## config.mk

```make
export PLATFORM = sky130hd
export DESIGN_NAME = rtc_tick_emu
export DESIGN_NICKNAME = d
export VERILOG_FILES = /design/src/rtl/rtc_tick_emu_pkg.sv /design/src/rtl/rte_rate_decode.sv /design/src/rtl/rte_update_track.sv /design/src/rtl/rte_alarm_match.sv /design/src/rtl/rtc_tick_emu.sv
export SDC_FILE = /design/constraint.sdc
export NUM_CORES = 1
export LEC_CHECK = 0
export ABC_AREA = 1
export ABC_CLOCK_PERIOD_IN_PS = 4150
export BUFFER_PORTS_ARGS = -buffer_cell sky130_fd_sc_hd__buf_2
export CAP_MARGIN = 15
export CORE_AREA = 2 2 161 163
export CTS_BUF_LIST = sky130_fd_sc_hd__clkbuf_8
export DETAILED_ROUTE_END_ITERATION = 6
export DIE_AREA = 0 0 163 165
export GPL_TIMING_DRIVEN = 0
export HOLD_SLACK_MARGIN = 0.06
export PLACE_DENSITY = 0.56
export SETUP_SLACK_MARGIN = 0.4
export SYNTH_ARGS = -nofsm -noshare
export SYNTH_HDL_FRONTEND = slang
export SYNTH_SLANG_ARGS = --single-unit
```

## constraint.sdc

```tcl
create_clock -name clk -period 4.15 [get_ports clk]
set_clock_uncertainty 0.05 [all_clocks]
set_input_delay 0.415 -clock clk [delete_from_list [all_inputs] [get_ports clk]]
set_output_delay 0.415 -clock clk [all_outputs]
set_load 0.01 [all_outputs]
```

## src/rtl/rtc_tick_emu_pkg.sv

```systemverilog
package rtc_tick_emu_pkg;

    typedef enum logic [1:0] {
        ST_IDLE  = 2'd0,
        ST_CHASE = 2'd1,
        ST_EMIT  = 2'd2
    } rte_state_t;

    localparam logic [1:0] REG_MASK  = 2'd0;
    localparam logic [1:0] REG_ALARM = 2'd1;
    localparam logic [1:0] REG_RATE  = 2'd2;

    localparam int SRC_PER = 0;
    localparam int SRC_ALM = 1;
    localparam int SRC_UPD = 2;
    localparam int NUM_SRC = 3;

    localparam logic [7:0] WORD_TAG = 8'h01;

endpackage

```

## src/rtl/rte_rate_decode.sv

```systemverilog
module rte_rate_decode #(
    parameter int CNT_W         = 32,
    parameter int RATE_W        = 4,
    parameter int BASE_LOG2     = 6,
    parameter int BASE_INTERVAL = 1024,
    parameter int DIV_W         = BASE_LOG2 + 2
) (
    input  logic [RATE_W-1:0] rate,
    output logic [DIV_W-1:0]  div_limit,
    output logic [CNT_W-1:0]  interval
);
    localparam logic [RATE_W-1:0] BASE_CODE = RATE_W'(BASE_LOG2);
    localparam logic [CNT_W-1:0]  BASE_IV   = CNT_W'(BASE_INTERVAL);

    logic [CNT_W-1:0] shortened;

    always_comb begin
        shortened = BASE_IV >> (rate - BASE_CODE);
        if (rate <= BASE_CODE) begin
            div_limit = DIV_W'(1) << (BASE_CODE - rate);
            interval  = BASE_IV;
        end else begin
            div_limit = '0;
            interval  = (shortened == '0) ? CNT_W'(1) : shortened;
        end
    end
endmodule

```

## src/rtl/rte_update_track.sv

```systemverilog
module rte_update_track #(
    parameter int SEC_W = 8
) (
    input  logic             clk,
    input  logic             rst_n,
    input  logic             arm,
    input  logic             sample,
    input  logic [SEC_W-1:0] sec,
    output logic             hit
);
    localparam logic [SEC_W-1:0] INVALID = '1;

    logic [SEC_W-1:0] last_q;

    always_ff @(posedge clk or negedge rst_n) begin
        if (!rst_n) begin
            last_q <= INVALID;
        end else if (arm) begin
            last_q <= INVALID;
        end else if (sample && (sec != last_q)) begin
            last_q <= sec;
        end
    end

    assign hit = sample && !arm && (sec != last_q) && (last_q != INVALID);
endmodule

```

## src/rtl/rte_alarm_match.sv

```systemverilog
module rte_alarm_match #(
    parameter int FIELD_W = 8
) (
    input  logic               sample,
    input  logic [FIELD_W-1:0] hour,
    input  logic [FIELD_W-1:0] minute,
    input  logic [FIELD_W-1:0] second,
    input  logic [FIELD_W-1:0] al_hour,
    input  logic [FIELD_W-1:0] al_minute,
    input  logic [FIELD_W-1:0] al_second,
    output logic               hit
);
    assign hit = sample && (hour == al_hour) && (minute == al_minute)
                        && (second == al_second);
endmodule

```

## src/rtl/rtc_tick_emu.sv

```systemverilog
module rtc_tick_emu
    import rtc_tick_emu_pkg::*;
#(
    parameter int CNT_W         = 32,
    parameter int FIELD_W       = 8,
    parameter int RATE_W        = 4,
    parameter int BASE_LOG2     = 6,
    parameter int BASE_INTERVAL = 1024
) (
    input  logic                 clk,
    input  logic                 rst_n,
    input  logic                 tick,
    input  logic [CNT_W-1:0]     counter,
    input  logic [FIELD_W-1:0]   cur_hour,
    input  logic [FIELD_W-1:0]   cur_min,
    input  logic [FIELD_W-1:0]   cur_sec,
    input  logic                 wr_en,
    input  logic [1:0]           wr_addr,
    input  logic [3*FIELD_W-1:0] wr_data,
    output logic                 tick_en,
    output logic [CNT_W-1:0]     cmp_target,
    output logic                 irq_strobe,
    output logic [15:0]          irq_word
);
    localparam int DIV_W = BASE_LOG2 + 2;

    rte_state_t               state_q, state_d;
    logic [NUM_SRC-1:0]       mask_q;
    logic [FIELD_W-1:0]       al_hour_q, al_min_q, al_sec_q;
    logic [RATE_W-1:0]        rate_q;
    logic [CNT_W-1:0]         target_q;
    logic                     tick_en_q;
    logic [DIV_W-1:0]         div_cnt_q;
    logic [NUM_SRC-1:0]       pend_q;
    logic [15:0]              word_q;

    logic [DIV_W-1:0]         div_limit;
    logic [CNT_W-1:0]         interval;
    logic [DIV_W-1:0]         div_nxt;
    logic                     mask_wr, rate_wr, alarm_wr;
    logic [NUM_SRC-1:0]       new_mask;
    logic                     restart, upd_arm, tick_go, ahead, chase_step;
    logic                     per_hit, alm_hit, upd_hit;

    rte_rate_decode #(
        .CNT_W(CNT_W), .RATE_W(RATE_W), .BASE_LOG2(BASE_LOG2),
        .BASE_INTERVAL(BASE_INTERVAL), .DIV_W(DIV_W)
    ) u_rate (
        .rate(rate_q), .div_limit(div_limit), .interval(interval)
    );

    rte_alarm_match #(.FIELD_W(FIELD_W)) u_alarm (
        .sample(tick_go && mask_q[SRC_ALM]),
        .hour(cur_hour), .minute(cur_min), .second(cur_sec),
        .al_hour(al_hour_q), .al_minute(al_min_q), .al_second(al_sec_q),
        .hit(alm_hit)
    );

    rte_update_track #(.SEC_W(FIELD_W)) u_update (
        .clk(clk), .rst_n(rst_n), .arm(upd_arm),
        .sample(tick_go && mask_q[SRC_UPD]), .sec(cur_sec), .hit(upd_hit)
    );

    // Write decode and tick qualification
    assign mask_wr    = wr_en && (wr_addr == REG_MASK);
    assign alarm_wr   = wr_en && (wr_addr == REG_ALARM);
    assign rate_wr    = wr_en && (wr_addr == REG_RATE);
    assign new_mask   = wr_data[NUM_SRC-1:0];
    assign restart    = mask_wr && (new_mask != '0) && (mask_q == '0);
    assign upd_arm    = mask_wr && new_mask[SRC_UPD] && !mask_q[SRC_UPD];
    assign tick_go    = tick && tick_en_q && (state_q == ST_IDLE);
    assign ahead      = $signed(target_q - counter) > 0;
    assign chase_step = (state_q == ST_CHASE) && !ahead;
    assign div_nxt    = div_cnt_q + DIV_W'(1);
    assign per_hit    = tick_go && mask_q[SRC_PER] && (div_nxt >= div_limit);

    // State register
    always_ff @(posedge clk or negedge rst_n) begin
        if (!rst_n) state_q <= ST_IDLE;
        else        state_q <= state_d;
    end

    // Next state
    always_comb begin
        state_d = state_q;
        unique case (state_q)
            ST_IDLE:  if (tick_go) state_d = ST_CHASE;
            ST_CHASE: if (ahead)   state_d = (pend_q != '0) ? ST_EMIT : ST_IDLE;
            ST_EMIT:  state_d = ST_IDLE;
            default:  state_d = ST_IDLE;
        endcase
    end

    // Registers, comparator target and divider
    always_ff @(posedge clk or negedge rst_n) begin
        if (!rst_n) begin
            mask_q    <= '0;
            al_hour_q <= '0;
            al_min_q  <= '0;
            al_sec_q  <= '0;
            rate_q    <= RATE_W'(BASE_LOG2);
            target_q  <= '0;
            tick_en_q <= 1'b0;
            div_cnt_q <= '0;
            pend_q    <= '0;
            word_q    <= '0;
        end else begin
            if (mask_wr) begin
                mask_q    <= new_mask;
                tick_en_q <= (new_mask != '0);
            end
            if (alarm_wr) begin
                al_hour_q <= wr_data[3*FIELD_W-1:2*FIELD_W];
                al_min_q  <= wr_data[2*FIELD_W-1:FIELD_W];
                al_sec_q  <= wr_data[FIELD_W-1:0];
            end
            if (rate_wr) rate_q <= wr_data[RATE_W-1:0];

            if (restart)
                target_q <= counter + interval;
            else if (tick_go || chase_step)
                target_q <= target_q + interval;

            if (!mask_q[SRC_PER] || rate_wr)
                div_cnt_q <= '0;
            else if (tick_go)
                div_cnt_q <= per_hit ? '0 : div_nxt;
            else if (chase_step && (div_cnt_q < div_limit))
                div_cnt_q <= div_nxt;

            if (tick_go) begin
                pend_q[SRC_PER] <= per_hit;
                pend_q[SRC_ALM] <= alm_hit;
                pend_q[SRC_UPD] <= upd_hit;
            end

            if ((state_q == ST_CHASE) && ahead && (pend_q != '0))
                word_q <= {WORD_TAG, 1'b1, 4'b0000, pend_q};
        end
    end

    // Outputs
    always_comb begin
        irq_strobe = (state_q == ST_EMIT);
        irq_word   = word_q;
        tick_en    = tick_en_q;
        cmp_target = target_q;
    end
endmodule

```

* After elaboration in Yosys (flattened, before gate mapping) *
Cells that the tools add are included.

word-level totals
  bits in registers = 89
  bits of input ports = 86
  word-level logic and storage cells = 90

cells by class
  add/sub/neg operators = 6
  order comparisons = 4
  eq/ne operators = 11
  shift operators = 2
  mux-type cells = 15
  reduce and logical (&&, ||, !) cells = 40

operator list
  cell                                                             number
  two-way mux 32 bit                                               4
  adder 32 bit                                                     2
  two-way mux 8 bit                                                7
  greater-than comparator 32 x 1 -> 1 bit (second input constant)  1
  zero test 32 bit                                                 1
  >> shifter 11 x 4 -> 32 bit (first input constant)               1
  subtractor 32 bit                                                1
  equality test 8 bit                                              3
  logical AND 1 bit                                                24
  nonzero test 3 bit                                               3
  adder 8 x 1 -> 8 bit (second input constant)                     1
  greater-or-equal comparator 8 bit                                1
  < comparator 8 bit                                               1
  inequality test 8 bit                                            1
  inequality test 8 bit (second input constant)                    1
  left shift 1 x 4 -> 8 bit (first input constant)                 1
  two-way mux 2 bit                                                3
  equality test 2 x 1 -> 1 bit (second input constant)             2
  equality test 2 bit (second input constant)                      2
  <= comparator 4 x 3 -> 1 bit (second input constant)             1
  zero test 1 bit                                                  4
  zero test 2 bit                                                  2
  inequality test 2 bit (second input constant)                    2
  case mux 2 bit (2 select lines)                                  1
  other kinds (6)                                                  8

* Logic depth before layout (Yosys ltp) *
Gate-level depths: netlist of the first run.

  depth in word-level cells = 8
  gate-level depth with buffers = 24

* Hierarchy *
A second synthesis of the first run with hierarchy kept.

second synthesis, totals
  cell total of the unflattened synthesis = 1,603
  area total of the unflattened synthesis = 9,933.3 um2

by module, submodules not included
  module            times used  cells each  area each (um2)  sequential area each (um2)
  rtc_tick_emu      1           1,319       8,468.1          2,029.4
  rte_update_track  1           83          546.8            210.2
  rte_alarm_match   1           122         486.7            0.0
  rte_rate_decode   1           79          431.7            0.0

* Worst setup path before layout of the first run *
Ideal clock, no wire load.

  kind = input to register
  start = input port wr_addr[1]
  end = register target_q[27], in the netlist cmp_target[27]
  library setup time = 0.117 ns
  arrival = 3.228 ns
  slack = 0.755 ns
  cell stages on the path = 23
  path buffers = 3
  cell sequence = inv_1 -> nand2_1 -> nor2_4 -> nand3_4 -> buf_6 -> buf_2 -> clkbuf_1 -> nand2_1 -> o21ai_0 -> ha_1 -> a21oi_1 -> nand2_1 -> a21oi_1 -> nor2_1 -> o22ai_1 -> o21ai_0 -> nand2_1 -> inv_1 -> nand3b_1 -> nor2_1 -> xor2_1 -> nand2_1 -> nand2_1

between the ends
  longest elaborated chain between the ends = 5
  elaborated cells between the ends (all ways) = 6

ends and longest elaborated chain
  what                                                      RTL line             source
  start, declared                                           rtc_tick_emu.sv:18   input logic [1:0] wr_addr,
  zero test 2 bit (*)                                       rtc_tick_emu.sv:65   assign mask_wr = wr_en && (wr_addr == REG_MASK);
  logical AND 1 bit (*)                                     rtc_tick_emu.sv:65
  logical AND 1 bit (*) (2 in a row)                        rtc_tick_emu.sv:69   assign restart = mask_wr && (new_mask != '0) && (mask_q == '0);
  two-way mux 32 bit or nonzero test 2 bit (tied branches)  n/a
  end signal, assigned                                      rtc_tick_emu.sv:120  target_q <= counter + interval;
  end signal, assigned                                      rtc_tick_emu.sv:122  target_q <= target_q + interval;
  end, declared                                             rtc_tick_emu.sv:31   logic [CNT_W-1:0] target_q;

Mark *: on every way between the ends. The rest lies on a longest branch, timed or not.
A chain may end at the register's enable or synchronous reset.

* Worst setup path in the final report of the first run *
  start = register mask_q[1]
  end = register target_q[29], in the netlist cmp_target[29]

between the ends
  longest elaborated chain between the ends = 3
  elaborated cells between the ends (all ways) = 4

ends and longest elaborated chain
  what                                                      RTL line             source
  start, declared                                           rtc_tick_emu.sv:28   logic [NUM_SRC-1:0] mask_q;
  start signal, assigned                                    rtc_tick_emu.sv:109  mask_q <= new_mask;
  zero test 3 bit (*)                                       rtc_tick_emu.sv:69
  logical AND 1 bit (*)                                     rtc_tick_emu.sv:69
  two-way mux 32 bit or nonzero test 2 bit (tied branches)  n/a

Marked as above.

==> summary.txt, run 1 <==
Setup path
  – Start-to-end type of the worst setup path: register to register
  – Worst setup SP type: register
  – Cell-by-cell trace of the critical path: nor3_4, nand3_4, buf_8, buf_6, buf_4, nand2_1, o21ai_0, ha_1, a21oi_1, nand2_2, a21oi_2, nor2_2, o22ai_4, o21ai_2, nand2_2, inv_2, buf_4, nand3_1, xor2_1, nand2_1, nand2_1
  – Buffer and inverter count on the worst path: 5
  – FF-to-FF setup slack: 0.59 ns
  – Worst path max stage delay: 0.42 ns
  – Data required time of the worst path: 4.43 ns
  – Slowest stage cell, crit path: sky130_fd_sc_hd__dfrtp_1
  – Data arrival time of the worst path: 3.85 ns
  – Gate family responsible for the most delay along the worst path: simple AND/OR/NAND/NOR gates
  – Critical path capture point type: register
  – Peak fanout along the critical path: 10
  – Most frequent cell on the critical path: sky130_fd_sc_hd__nand2_1

Timing
  – Max-slew violation total from the final report: 0
  – Tcrit/Tclk final: 85.9%
  – Max-Slew Margin vs Limit: 49.3%
  – Clock period minus final worst setup slack: 3.56 ns
  – Final hold violations: 0
  – Max Freq: 281 MHz
  – Unrepaired setup endpoints after global routing: false
  – Minimum setup slack in the final design: 0.587 ns
  – Worst Tran Pin Value: 0.755 ns
  – Aggregate negative setup slack: 0 ns
  – Final setup violation count: 0

Layout
  – Combined area of the multi-input logic cells: 5550 sq um
  – Finished Core Util: 40.9%
  – Layout cell share with drive strength beyond 1: 17.2%
  – Layout-stage area growth over the synthesis result: 17.3%
  – # nets final: 1652
  – Number of fill cells: 2710
  – Post-layout instance count excluding filler cells: 1839
  – Combined flip-flop and latch cell area: 2240 sq um
  – Antenna diode instance count: 0

Drt
  – Number of optimization iterations in the first detailed-route pass: 5
  – Total routed wirelength: 26.4 mm
  – Via count: 8847
  – Antenna-violating nets left: 0
  – Highest layer used for signal routing: met4
  – Post-detailed-route via-to-cell ratio: 4.81
  – DRC errors left: 0
  – Routed metal-1 wirelength: 12.4 mm
  – Initial drt markers: 554
  – Total met3 wirelength after detailed routing: 1.26 mm
  – Met2 WL: 12.3 mm
  – Routed length per placed instance: 14.4 um

Synthesis
  – Most instantiated flip-flop cell in the synthesis netlist: sky130_fd_sc_hd__dfrtp_1
  – Post-synthesis sequential element count: 89
  – Synth top area cells: sky130_fd_sc_hd__dfrtp_1 23%, sky130_fd_sc_hd__nand2_1 19%, sky130_fd_sc_hd__inv_1 9.9%
  – Proportion of synthesized flip-flops having asynchronous set or reset: 100%
  – Synth top cells by count: 435 x sky130_fd_sc_hd__nand2_1, 230 x sky130_fd_sc_hd__inv_1, 96 x sky130_fd_sc_hd__nor2_1
  – Cell area after synthesis: 8730 sq um
  – Proportion of synthesized chip area in sequential cells: 25.6%
  – Area share of the largest cell type after synthesis: 22.6%
  – Post-synthesis cell type with the largest combined area: sky130_fd_sc_hd__dfrtp_1
  – Yosys Warn Count: 0
  – Gate count of the mapped netlist: 1348
  – Number of flops mapped to enable cells by yosys: 0
  – Per-instance average area after synthesis: 6.48 sq um
  – Synth unique cells: 44
  – Leading cell type by number of instances after synthesis: sky130_fd_sc_hd__nand2_1

Global route
  – Global-route wire length before repair: 42.4 mm
  – Initial antenna violation count: 0
  – Largest net degree at the start of global routing: 50
  – Remaining global-route overflow: 0
  – Vias in the first global route: 8485
  – Total routing usage reported by global routing: 20.0%

Placed design
  – Gpl congestion: 0.886
  – Dpl cells: 1814
  – Port bufs: 124
  – Placement Setup Slack: -0.299 ns
  – HPWL after DPL: 21.7 mm

Floorplan
  – Die Span Y: 165 um
  – Die Outline Area: 26900 sq um
  – Standard-cell rows: 58
  – Initial cell density of the core: 34.9%
  – Die boundary width: 163 um
  – Core Area: 25000 sq um
  – Number of primary I/O pins: 136

CTS
  – Cts bufs inserted: 9
  – Buffer depth of the longest clock path: 2
  – Clock slew at reported path FFs: 0.12 ns
  – Clock Sink Count: 89
  – Library cell used as clock root buffer: sky130_fd_sc_hd__clkbuf_8
  – Clock tree from TritonCTS: yes
  – Number of H-tree levels: 3
  – Clock latency on the worst-skew pair: 0.40 ns

Job
  – Number of max-capacitance violations reported: 0

Power and ir drop
  – Static power due to leakage: 5.79 nW
  – Total internal power: 2.60 mW
  – Net switching component of the power: 2.82 mW
  – Sequential share of power: 27.1%
  – Relative contribution of combinational cells to total power: 61.0%
  – Peak VDD IR: 0.313 mV
  – Clk pwr share: 11.8%
  – Switching part of the total power: 52.0%
  – Power Dens Cells: 530 nW/um^2
  – Overall power consumption: 5.43 mW

Worst hold path
  – Hold WC Path Type: input port to register

Run status
  – Run status: finished clean
==> final cells by class <==
class | count | share of cell area [%]
multi-input cells | 1001 | 54.1
flip-flops and latches | 89 | 21.9
inverters | 237 | 8.71
repair buffers | 134 | 7.03
well taps | 330 | 4.03
plain buffers | 32 | 2.33
clock buffers | 9 | 1.21
clock inverters | 7 | 0.696
==> timing repair <==
action / 4_1_cts / 5_1_grt
hold endpoints to repair: 36 / 0
endpoints found under the setup margin: 17 / 12
hold buffers: 1 / 0
buffers inserted: 0 / 8
gates resized for setup: 15 / 28
pin swaps: 2 / 11
==> cells by family (layout without fill, tap and decap cells) <==
logic type                 Yosys count  after routing  synth area share, %
xor gates and xnor gates            74             74                 7.42
other                                2             13               0.0860
and+or+nand+nor                    714            714                 35.3
buffers and inverters              269            419                 12.6
adders and majority gates           62             62                 9.05
DFF                                 89             89                 25.6
AOI/OAI and AO/OA                  116            116                 6.99
muxes                               22             22                 2.82
==> layer usage <==
layer | global-route usage [%] | vias to the layer above
met2 | 34.3 | 226
li1 | - | 4532
met4 | 5.07 | 0
met1 | 26.9 | 4059
met5 | 0 | -
met3 | 2.18 | 30
==> per-stage QoR <==
step           hold WS (ns)  cell area (sq um)
2_1_floorplan        0.0694               8780
3_3_place_gp          0.425               9810
3_5_place_dp          0.408               9840
4_1_cts               0.173              10100
5_1_grt               0.170              10200
6_report              0.191              10200
==> path summary, 6_finish.rpt <==
kind	from	end	cells after the start
max	mask_q[1]$_DFFE_PN0N_	cmp_target[29]$_DFFE_PN0P_	21
min	wr_data[20]	al_hour_q[4]$_DFFE_PN0P_	2
max reg2reg	mask_q[1]$_DFFE_PN0N_	cmp_target[29]$_DFFE_PN0P_	21
min reg2reg	u_update.last_q[5]$_DFFE_PN1P_	u_update.last_q[5]$_DFFE_PN1P_	2
max in group asynchronous	rst_n	rate_q[1]$_DFFE_PN1P_	3
min in group asynchronous	rst_n	irq_word[2]$_DFFE_PN0P_	2
==> power groups by stage <==
stage               clock (mW)  sequential, mW  combinational [mW]
floorplan                    0            1.45                2.28
global placement             0            1.49                3.21
detailed placement           0            1.49                3.24
CTS                      0.663            1.47                3.27
global route             0.698            1.51                3.75
finish                   0.643            1.47                3.31
==> flip-flops by register name, summed over array words and instances (netlist names) <==
signal	cells
al_hour_q	8
cmp_target	32
mask_q	3
div_cnt_q	8
al_sec_q	8
state_q	2
u_update.last_q	8
tick_en	1
irq_word	4
al_min_q	8
rate_q	4
pend_q	3
==> cells in the final DEF, fill, tap and decap left out, drive strengths merged, types with 18 or more instances in the layout <==
cell type and n:
o21ai 62, mux2 21, xor2 61, buf 159, nor2 104, a21oi 45, nand4 50, nand2 443
inv 239, nand3 73, dfrtp 79, ha 60, nor3 18
Note: power is estimated with default switching activity, not from simulation.
==> inputs of run 2 (changes only) <==
CORE_AREA = 2 2 172 174   (was 2 2 161 163)
DIE_AREA = 0 0 174 176   (was 0 0 163 165)
SYNTH_HIERARCHICAL = 1   (was not set)
==> run 2 against run 1 <==
Against the previous run:
- power grew 20%
- non-clock buffer count increased by 41
- synthesized cell count is 19% higher
- routed wire length up 7.9%
- highest routed layer unchanged
- critical path depth down 4
- critical path type unchanged
==> summary.txt, run 2 <==
Synthesis
  – Largest family of logic cells by synthesized area: simple AND/OR/NAND/NOR gates
  – Post-synthesis adder-cell area fraction: 10.5% (+1.4 points)
  – Proportion of synthesized chip area in sequential cells: 22.5% (-3.1 points)
  – Area share of the largest cell type after synthesis: 20.9% (-1.8 points)
  – Post-synthesis sequential element count: 89 (unchanged)
  – Post-synthesis cell type with the largest combined area: sky130_fd_sc_hd__nand2_1
  – Cell area after synthesis: 9930 sq um (+14%)
  – Synthesized-area fraction occupied by and/or/nand/nor cells: 36.7% (+1.3 points)
  – Synth top cells by count: 552 x sky130_fd_sc_hd__nand2_1, 279 x sky130_fd_sc_hd__inv_1, 116 x sky130_fd_sc_hd__nor2_1
  – Mux cell area share after synthesis: 2.27% (-0.55 points)
  – Leading cell type by number of instances after synthesis: sky130_fd_sc_hd__nand2_1
  – Yosys Warn Count: 6 (+6)
  – Per-instance average area after synthesis: 6.20 sq um (-4.4%)
  – Most instantiated flip-flop cell in the synthesis netlist: sky130_fd_sc_hd__dfrtp_1
  – Number of flops mapped to enable cells by yosys: 0 (unchanged)
  – Gate count of the mapped netlist: 1603 (+19%)
  – Synthesized-area fraction occupied by ao, oa, aoi and oai cells: 8.36% (+1.4 points)
  – Synth unique cells: 45 (+2.3%)
  – Synth top area cells: sky130_fd_sc_hd__nand2_1 21%, sky130_fd_sc_hd__dfrtp_1 20%, sky130_fd_sc_hd__inv_1 11%
  – Proportion of synthesized flip-flops having asynchronous set or reset: 100% (unchanged)
  – Area share of xor/xnor cells in the synthesized design: 4.85% (-2.6 points)

CTS
  – Cts bufs inserted: 9 (unchanged)
  – Clock tree from TritonCTS: yes
  – Clock Sink Count: 89 (unchanged)
  – Clock latency on the worst-skew pair: 0.39 ns (about the same)
  – Buffer depth of the longest clock path: 2 (unchanged)
  – Number of H-tree levels: 3 (unchanged)
  – Clock slew at reported path FFs: 0.09 ns (-0.03 ns)
  – Library cell used as clock root buffer: sky130_fd_sc_hd__clkbuf_8

Power and ir drop
  – Total internal power: 3.16 mW (+21%)
  – Static power due to leakage: 6.96 nW (+20%)
  – Power Dens Cells: 553 nW/um^2 (+4.4%)
  – Peak VDD IR: 0.170 mV (-46%)
  – Sequential share of power: 22.8% (-4.3 points)
  – Clk pwr share: 9.8% (-2.0 points)
  – Relative contribution of combinational cells to total power: 67.4% (+6.4 points)
  – Overall power consumption: 6.50 mW (+20%)
  – Net switching component of the power: 3.34 mW (+18%)
  – Switching part of the total power: 51.4% (-0.60 points)

Placed design
  – Total placed instance area: 11200 sq um (+14%)
  – Port bufs: 124 (unchanged)
  – HPWL after DPL: 23.9 mm (+10%)
  – Gpl congestion: 0.882 (-0.38%)

Setup path
  – Data required time of the worst path: 4.42 ns (about the same)
  – Crit path launch: mask_q[1]$_DFFE_PN0P_
  – Critical path capture point type: register
  – Startpoint of the most critical register-to-register path: mask_q[1]$_DFFE_PN0P_
  – Data arrival time of the worst path: 3.85 ns (about the same)
  – Peak fanout along the critical path: 10 (unchanged)
  – Worst setup SP type: register
  – Start-to-end type of the worst setup path: register to register

Layout
  – Antenna diode instance count: 0 (unchanged)
  – Layout cell share with drive strength beyond 1: 17.5% (+0.32 points)
  – Area of all placed cells without fillers: 11700 sq um (+15%)
  – Largest register FFs: 32 (unchanged)
  – # nets final: 1959 (+19%)
  – Commonest non-fill, non-tap cells in the layout: 548 x sky130_fd_sc_hd__nand2_1, 279 x sky130_fd_sc_hd__inv_1, 129 x sky130_fd_sc_hd__buf_2
  – Number of fill cells: 3154 (+16%)
  – Layout-stage area growth over the synthesis result: 18.2%
  – Most common library cell in the layout ignoring fill and taps: sky130_fd_sc_hd__nand2_1

Global route
  – Initial antenna violation count: 0 (unchanged)
  – Vias in the first global route: 9317 (+9.8%)
  – Largest net degree at the start of global routing: 48 (-4.0%)
  – Remaining global-route overflow: 0 (unchanged)
  – Total routing usage reported by global routing: 18.8% (-1.2 points)
  – Global-route wire length before repair: 46.0 mm (+8.5%)

Timing
  – Tcrit/Tclk final: 86.2% (+0.32 points)
  – Max-slew violation total from the final report: 0 (unchanged)
  – Final setup violation count: 0 (unchanged)
  – Worst Tran Pin Value: 0.658 ns (-0.0972 ns)
  – Unrepaired setup endpoints after global routing: true
  – Final hold violations: 0 (unchanged)
  – Max-Slew Margin vs Limit: 56.2% (+6.9 points)
  – Clock period minus final worst setup slack: 3.58 ns (+0.0131 ns)
  – Max Freq: 280 MHz (-0.37%)

Drt
  – Total routed wirelength: 28.5 mm (+7.9%)
  – DRC errors left: 0 (unchanged)
  – Antenna-violating nets left: 0 (unchanged)
  – Via count: 9910 (+12%)
  – Routed length per placed instance: 13.1 um (-9.0%)
  – Post-detailed-route via-to-cell ratio: 4.55 (-5.5%)
  – Number of optimization iterations in the first detailed-route pass: 4 (-1)
  – Initial drt markers: 432 (-22%)

Floorplan
  – Die Outline Area: 30600 sq um (+14%)
  – Core Area: 28500 sq um (+14%)
  – Number of primary I/O pins: 136 (unchanged)
  – Initial cell density of the core: 34.8% (-0.092 points)
  – Standard-cell rows: 62 (+6.9%)
  – Die Span Y: 176 um (+6.7%)
  – Die boundary width: 174 um (+6.7%)

Run status
  – Run status: finished clean

Worst hold path
  – Hold Startpoint: wr_data[23]
  – Hold WC Path Type: input port to register

Job
  – Number of max-capacitance violations reported: 0 (unchanged)
==> run 2: through the flow <==
step                      utilization [%]  instances  TNS (ns)  setup WS [ns]  hold slack, ns
final                                41.1       2180         0          0.574           0.206
after global routing                 41.1       2180         0          0.377           0.188
after CTS                            40.2       2163         0          0.437           0.181
after detailed placement             39.2       2143    -12.17         -0.795           0.422
after global placement               39.1       2142    -11.67         -0.764           0.414
after floorplan                         -       1634         0          0.413          0.0694
==> run 2: cell type report <==
cell class                      count  area [sq um]  area share (%)
Multi-Input combinational cell   1199          6520            55.6
Sequential cell                    89          2240            19.1
Inverter                          285          1070            9.11
Timing Repair Buffer              146           811            6.91
Tap cell                          384           480            4.09
Buffer                             61           419            3.57
Clock buffer                       10           138            1.17
Clock inverter                      6          58.8           0.501
==> run 2: layer usage <==
layer | global-route usage (%) | share of wire [%]
met1 | 23.5 | 46
met2 | 33.4 | 48
met3 | 2.65 | 4.1
met4 | 5.85 | 2.1
met5 | 0 | 0
==> run 2: what timing repair did <==
item                                   in CTS  in global routing
gates resized for setup                    26                 40
endpoints found under the hold margin      41                  0
setup endpoints to repair                  24                 16
hold buffers                                1                  0
pin swaps                                   2                 19
buffers inserted                            3                 17
==> run 2: cell families after synthesis <==
logic type      count (synthesis)
other cells                     2
fa+ha+maj                      82
buf+inv                       346
mux                            20
flops                          89
compound gates                154
simple gates                  855
xor+xnor                       55
==> run 2: final timing paths <==
kind	endpoint	slack (ns)	cells past startpoint
max reg2reg	cmp_target[16]$_DFFE_PN0P_	0.57	17
min reg2reg	irq_word[2]$_DFFE_PN0P_	0.44	2
max in group asynchronous	u_update/last_q[1]$_DFFE_PN1P_	2.81	3
min	al_hour_q[7]$_DFFE_PN0P_	0.21	2
min in group asynchronous	al_min_q[0]$_DFFE_PN0P_	0.53	2
max	cmp_target[16]$_DFFE_PN0P_	0.57	17
==> run 2: power by group through the flow <==
stage                     Combinational [mW]  Sequential, mW  Clock [mW]
after floorplan                         3.07            1.46           0
after global placement                  4.09            1.48           0
after detailed placement                4.14            1.49           0
after CTS                               4.20            1.47       0.663
after global routing                    5.00            1.52       0.690
final                                   4.38            1.48       0.637
==> run 2: critical path, stage by stage, from the launching register on <==
cell                       delay, ns
sky130_fd_sc_hd__dfrtp_1        0.40
sky130_fd_sc_hd__or4_4          0.57
sky130_fd_sc_hd__buf_8          0.17
sky130_fd_sc_hd__buf_4          0.17
sky130_fd_sc_hd__buf_4          0.17
sky130_fd_sc_hd__nand2_1        0.05
sky130_fd_sc_hd__o21ai_0        0.10
sky130_fd_sc_hd__ha_1           0.37
sky130_fd_sc_hd__a21oi_1        0.17
sky130_fd_sc_hd__nand2_1        0.15
sky130_fd_sc_hd__a21oi_4        0.23
sky130_fd_sc_hd__o21bai_1       0.13
sky130_fd_sc_hd__a21boi_2       0.26
sky130_fd_sc_hd__inv_1          0.07
sky130_fd_sc_hd__a21oi_1        0.18
sky130_fd_sc_hd__xnor2_1        0.14
sky130_fd_sc_hd__nand2_1        0.08
sky130_fd_sc_hd__nand2_1        0.05
==> inputs of run 3 (changes only) <==
ABC_CLOCK_PERIOD_IN_PS = 3700   (was 4150)
clock period = 3.7 ns   (was 4.15 ns; I/O delays follow)
==> run 3 against run 2 <==
Against the previous run:
- via count is 3.1% higher
- count of clock-buffer cells in the layout rose by 1
- critical endpoint is now cmp_target[30]$_DFFE_PN0P_
- worst hold slack got worse by 0.057 ns
- sequential share of layout area decreased by 1.4 points
- power rose by 20%
- final area up 7.7%
- sequential power is 14% higher
- routed wire length rose by 5.1%
==> summary.txt, run 3 (synthesis results as in run 2) <==
Setup path
  – Most frequent cell on the critical path: sky130_fd_sc_hd__nand2_2
  – Cell-by-cell trace of the critical path: clkbuf_4, inv_12, nand3_4, inv_2, nand2_2, or4_4, clkbuf_16, clkbuf_16, buf_8, nand2_2, o21ai_4, ha_4, buf_4, nand3_2, nand2_4, a21oi_4, o21ai_4, nand2_2, o211ai_1, nand4_1, nand3_1, xor2_1, nand2_1, nand2_1
  – Worst path max stage delay: 0.54 ns (-0.03 ns)
  – Peak fanout along the critical path: 8 (-2)
  – Data required time of the worst path: 3.98 ns (-0.44 ns)
  – Critical path capture point type: register
  – FF-to-FF setup slack: 0.32 ns (-0.26 ns)
  – Gate family responsible for the most delay along the worst path: simple AND/OR/NAND/NOR gates
  – FF-to-FF path depth: 19 (+2)
  – Worst setup SP type: input port
  – Start-to-end type of the worst setup path: input port to register
  – Data arrival time of the worst path: 3.67 ns (-0.18 ns)
  – Worst reg2reg endpoint: cmp_target[30]$_DFFE_PN0P_
  – Buffer and inverter count on the worst path: 7 (+3)
  – Startpoint of the most critical register-to-register path: mask_q[0]$_DFFE_PN0P_
  – Slowest stage cell, crit path: sky130_fd_sc_hd__or4_4

Floorplan
  – Number of primary I/O pins: 136 (unchanged)
  – Standard-cell rows: 62 (unchanged)
  – Core Area: 28500 sq um (unchanged)
  – Die boundary width: 174 um (unchanged)
  – Die Span Y: 176 um (unchanged)
  – Initial cell density of the core: 34.8% (unchanged)
  – Die Outline Area: 30600 sq um (unchanged)

Layout
  – Largest register FFs: 32 (unchanged)
  – Combined flip-flop and latch cell area: 2240 sq um (unchanged)
  – Finished Core Util: 44.3% (+3.1 points)
  – Most common library cell in the layout ignoring fill and taps: sky130_fd_sc_hd__nand2_1
  – # nets final: 1989 (+1.5%)
  – Layout cell share with drive strength beyond 1: 24.2% (+6.7 points)
  – Post-layout instance count excluding filler cells: 2210 (+1.4%)
  – Commonest non-fill, non-tap cells in the layout: 529 x sky130_fd_sc_hd__nand2_1, 275 x sky130_fd_sc_hd__inv_1, 127 x sky130_fd_sc_hd__buf_2
  – Combined area of the multi-input logic cells: 7100 sq um (+8.8%)
  – Layout-stage area growth over the synthesis result: 27.2%
  – Number of fill cells: 3050 (-3.3%)
  – Antenna diode instance count: 0 (unchanged)

Worst hold path
  – Hold WC Path Type: input port to register
  – End point of the most critical hold path: al_min_q[7]$_DFFE_PN0P_
  – Hold Startpoint: wr_data[15]
  – Hold Path Cell Cnt: 2 (unchanged)

CTS
  – Clock Sink Count: 89 (unchanged)
  – Buffer depth of the longest clock path: 2 (unchanged)
  – Clock slew at reported path FFs: 0.10 ns (about the same)
  – Number of H-tree levels: 3 (unchanged)
  – Clock latency on the worst-skew pair: 0.39 ns (about the same)
  – Cts bufs inserted: 9 (unchanged)
  – Library cell used as clock root buffer: sky130_fd_sc_hd__clkbuf_8
  – Clock tree from TritonCTS: yes

Drt
  – Via count: 10200 (+3.1%)
  – DRC errors left: 0 (unchanged)
  – Routed length per placed instance: 13.6 um (+3.7%)
  – Total routed wirelength: 30.0 mm (+5.1%)
  – Number of optimization iterations in the first detailed-route pass: 5 (+1)
  – Antenna-violating nets left: 0 (unchanged)
  – Post-detailed-route via-to-cell ratio: 4.62 (+1.7%)
  – Initial drt markers: 524 (+21%)

Power and ir drop
  – Overall power consumption: 7.81 mW (+20%)
  – Peak VDD IR: 0.206 mV (+21%)
  – Static power due to leakage: 7.20 nW (+3.4%)
  – Power Dens Cells: 618 nW/um^2 (+12%)

Global route
  – Initial antenna violation count: 0 (unchanged)
  – Vias in the first global route: 9631 (+3.4%)
  – Total routing usage reported by global routing: 18.8% (+0.042 points)
  – Global-route wire length before repair: 46.2 mm (+0.36%)
  – Remaining global-route overflow: 0 (unchanged)
  – Largest net degree at the start of global routing: 56 (+17%)

Placed design
  – Dpl cells: 2143 (unchanged)
  – Gpl congestion: 0.916 (+3.8%)
  – HPWL after DPL: 24.1 mm (+0.64%)
  – Port bufs: 124 (unchanged)

Run status
  – Run status: finished clean

Timing
  – Hold Slack: 0.149 ns (-0.0573 ns)
  – Tcrit/Tclk final: 91.4%
  – Final hold violations: 0 (unchanged)
  – Max-slew violation total from the final report: 0 (unchanged)
  – Aggregate negative setup slack: 0 ns (unchanged)
  – Unrepaired setup endpoints after global routing: true
  – Worst Tran Pin Value: 0.657 ns (-0.000696 ns)
  – Clock period minus final worst setup slack: 3.38 ns
  – Final setup violation count: 0 (unchanged)
  – Max-Slew Margin vs Limit: 56.2% (about the same)
  – Max Freq: 296 MHz

Job
  – Number of max-capacitance violations reported: 0 (unchanged)
-- run 3: stage by stage --
stage / setup WS (ns) / area (sq um)
6_report: 0.318 / 12600
4_1_cts: 0.343 / 12100
2_1_floorplan: 0.285 / 10200
3_5_place_dp: -0.503 / 11300
3_3_place_gp: -0.482 / 11300
5_1_grt: 0.155 / 12600
-- run 3: worst reg2reg max path, stage by stage (launching register included) --
cell	delay (ns)
sky130_fd_sc_hd__dfrtp_1	0.39
sky130_fd_sc_hd__or4_4	0.56
sky130_fd_sc_hd__clkbuf_16	0.19
sky130_fd_sc_hd__clkbuf_16	0.17
sky130_fd_sc_hd__buf_8	0.13
sky130_fd_sc_hd__nand2_2	0.07
sky130_fd_sc_hd__o21ai_4	0.08
sky130_fd_sc_hd__ha_4	0.31
sky130_fd_sc_hd__buf_4	0.12
sky130_fd_sc_hd__nand3_2	0.09
sky130_fd_sc_hd__nand2_4	0.09
sky130_fd_sc_hd__a21oi_4	0.09
sky130_fd_sc_hd__o21ai_4	0.18
sky130_fd_sc_hd__nand2_2	0.09
sky130_fd_sc_hd__o211ai_1	0.17
sky130_fd_sc_hd__nand4_1	0.13
sky130_fd_sc_hd__nand3_1	0.11
sky130_fd_sc_hd__xor2_1	0.17
sky130_fd_sc_hd__nand2_1	0.08
sky130_fd_sc_hd__nand2_1	0.06
-- run 3: worst max path at each step --
stage | from | to | cells past startpoint
after floorplan | wr_addr[0] | cmp_target[24]$_DFFE_PN0P_ | 21
after global placement | wr_addr[0] | cmp_target[25]$_DFFE_PN0P_ | 23
after detailed placement | wr_addr[0] | cmp_target[24]$_DFFE_PN0P_ | 22
after CTS | mask_q[0]$_DFFE_PN0P_ | cmp_target[30]$_DFFE_PN0P_ | 19
after global routing | wr_addr[0] | cmp_target[24]$_DFFE_PN0P_ | 22
final | wr_addr[0] | cmp_target[30]$_DFFE_PN0P_ | 24
-- run 3: timing repair --
action,4_1_cts,5_1_grt
setup endpoints to repair,22,43
gates cloned,1,0
pin swaps,36,44
hold buffers,1,0
resized for setup,87,103
endpoints found under the hold margin,34,0
buffers inserted,31,18
-- run 3: final cells by class --
class	instances	area share, %
tap	384	3.80
clock buffer	11	1.20
multi-input combinational	1199	56.2
buffer	61	3.82
clock inverter	5	0.307
timing repair buffer	176	8.41
inverter	285	8.58
sequential	89	17.7
-- run 3: power breakdown --
part	total, mW	switching [mW]	internal, mW
registers	1.68	0.373	1.31
logic	5.45	3.23	2.22
clock network	0.684	0.399	0.285
-- run 3: layer usage --
metal | vias up | part of all wire [%] | global-route usage (%)
met5 | - | 0 | 0
met1 | 4564 | 45 | 22.8
li1 | 5396 | - | -
met4 | 0 | 3.8 | 8.51
met2 | 207 | 48 | 33.6
met3 | 54 | 3.2 | 1.87
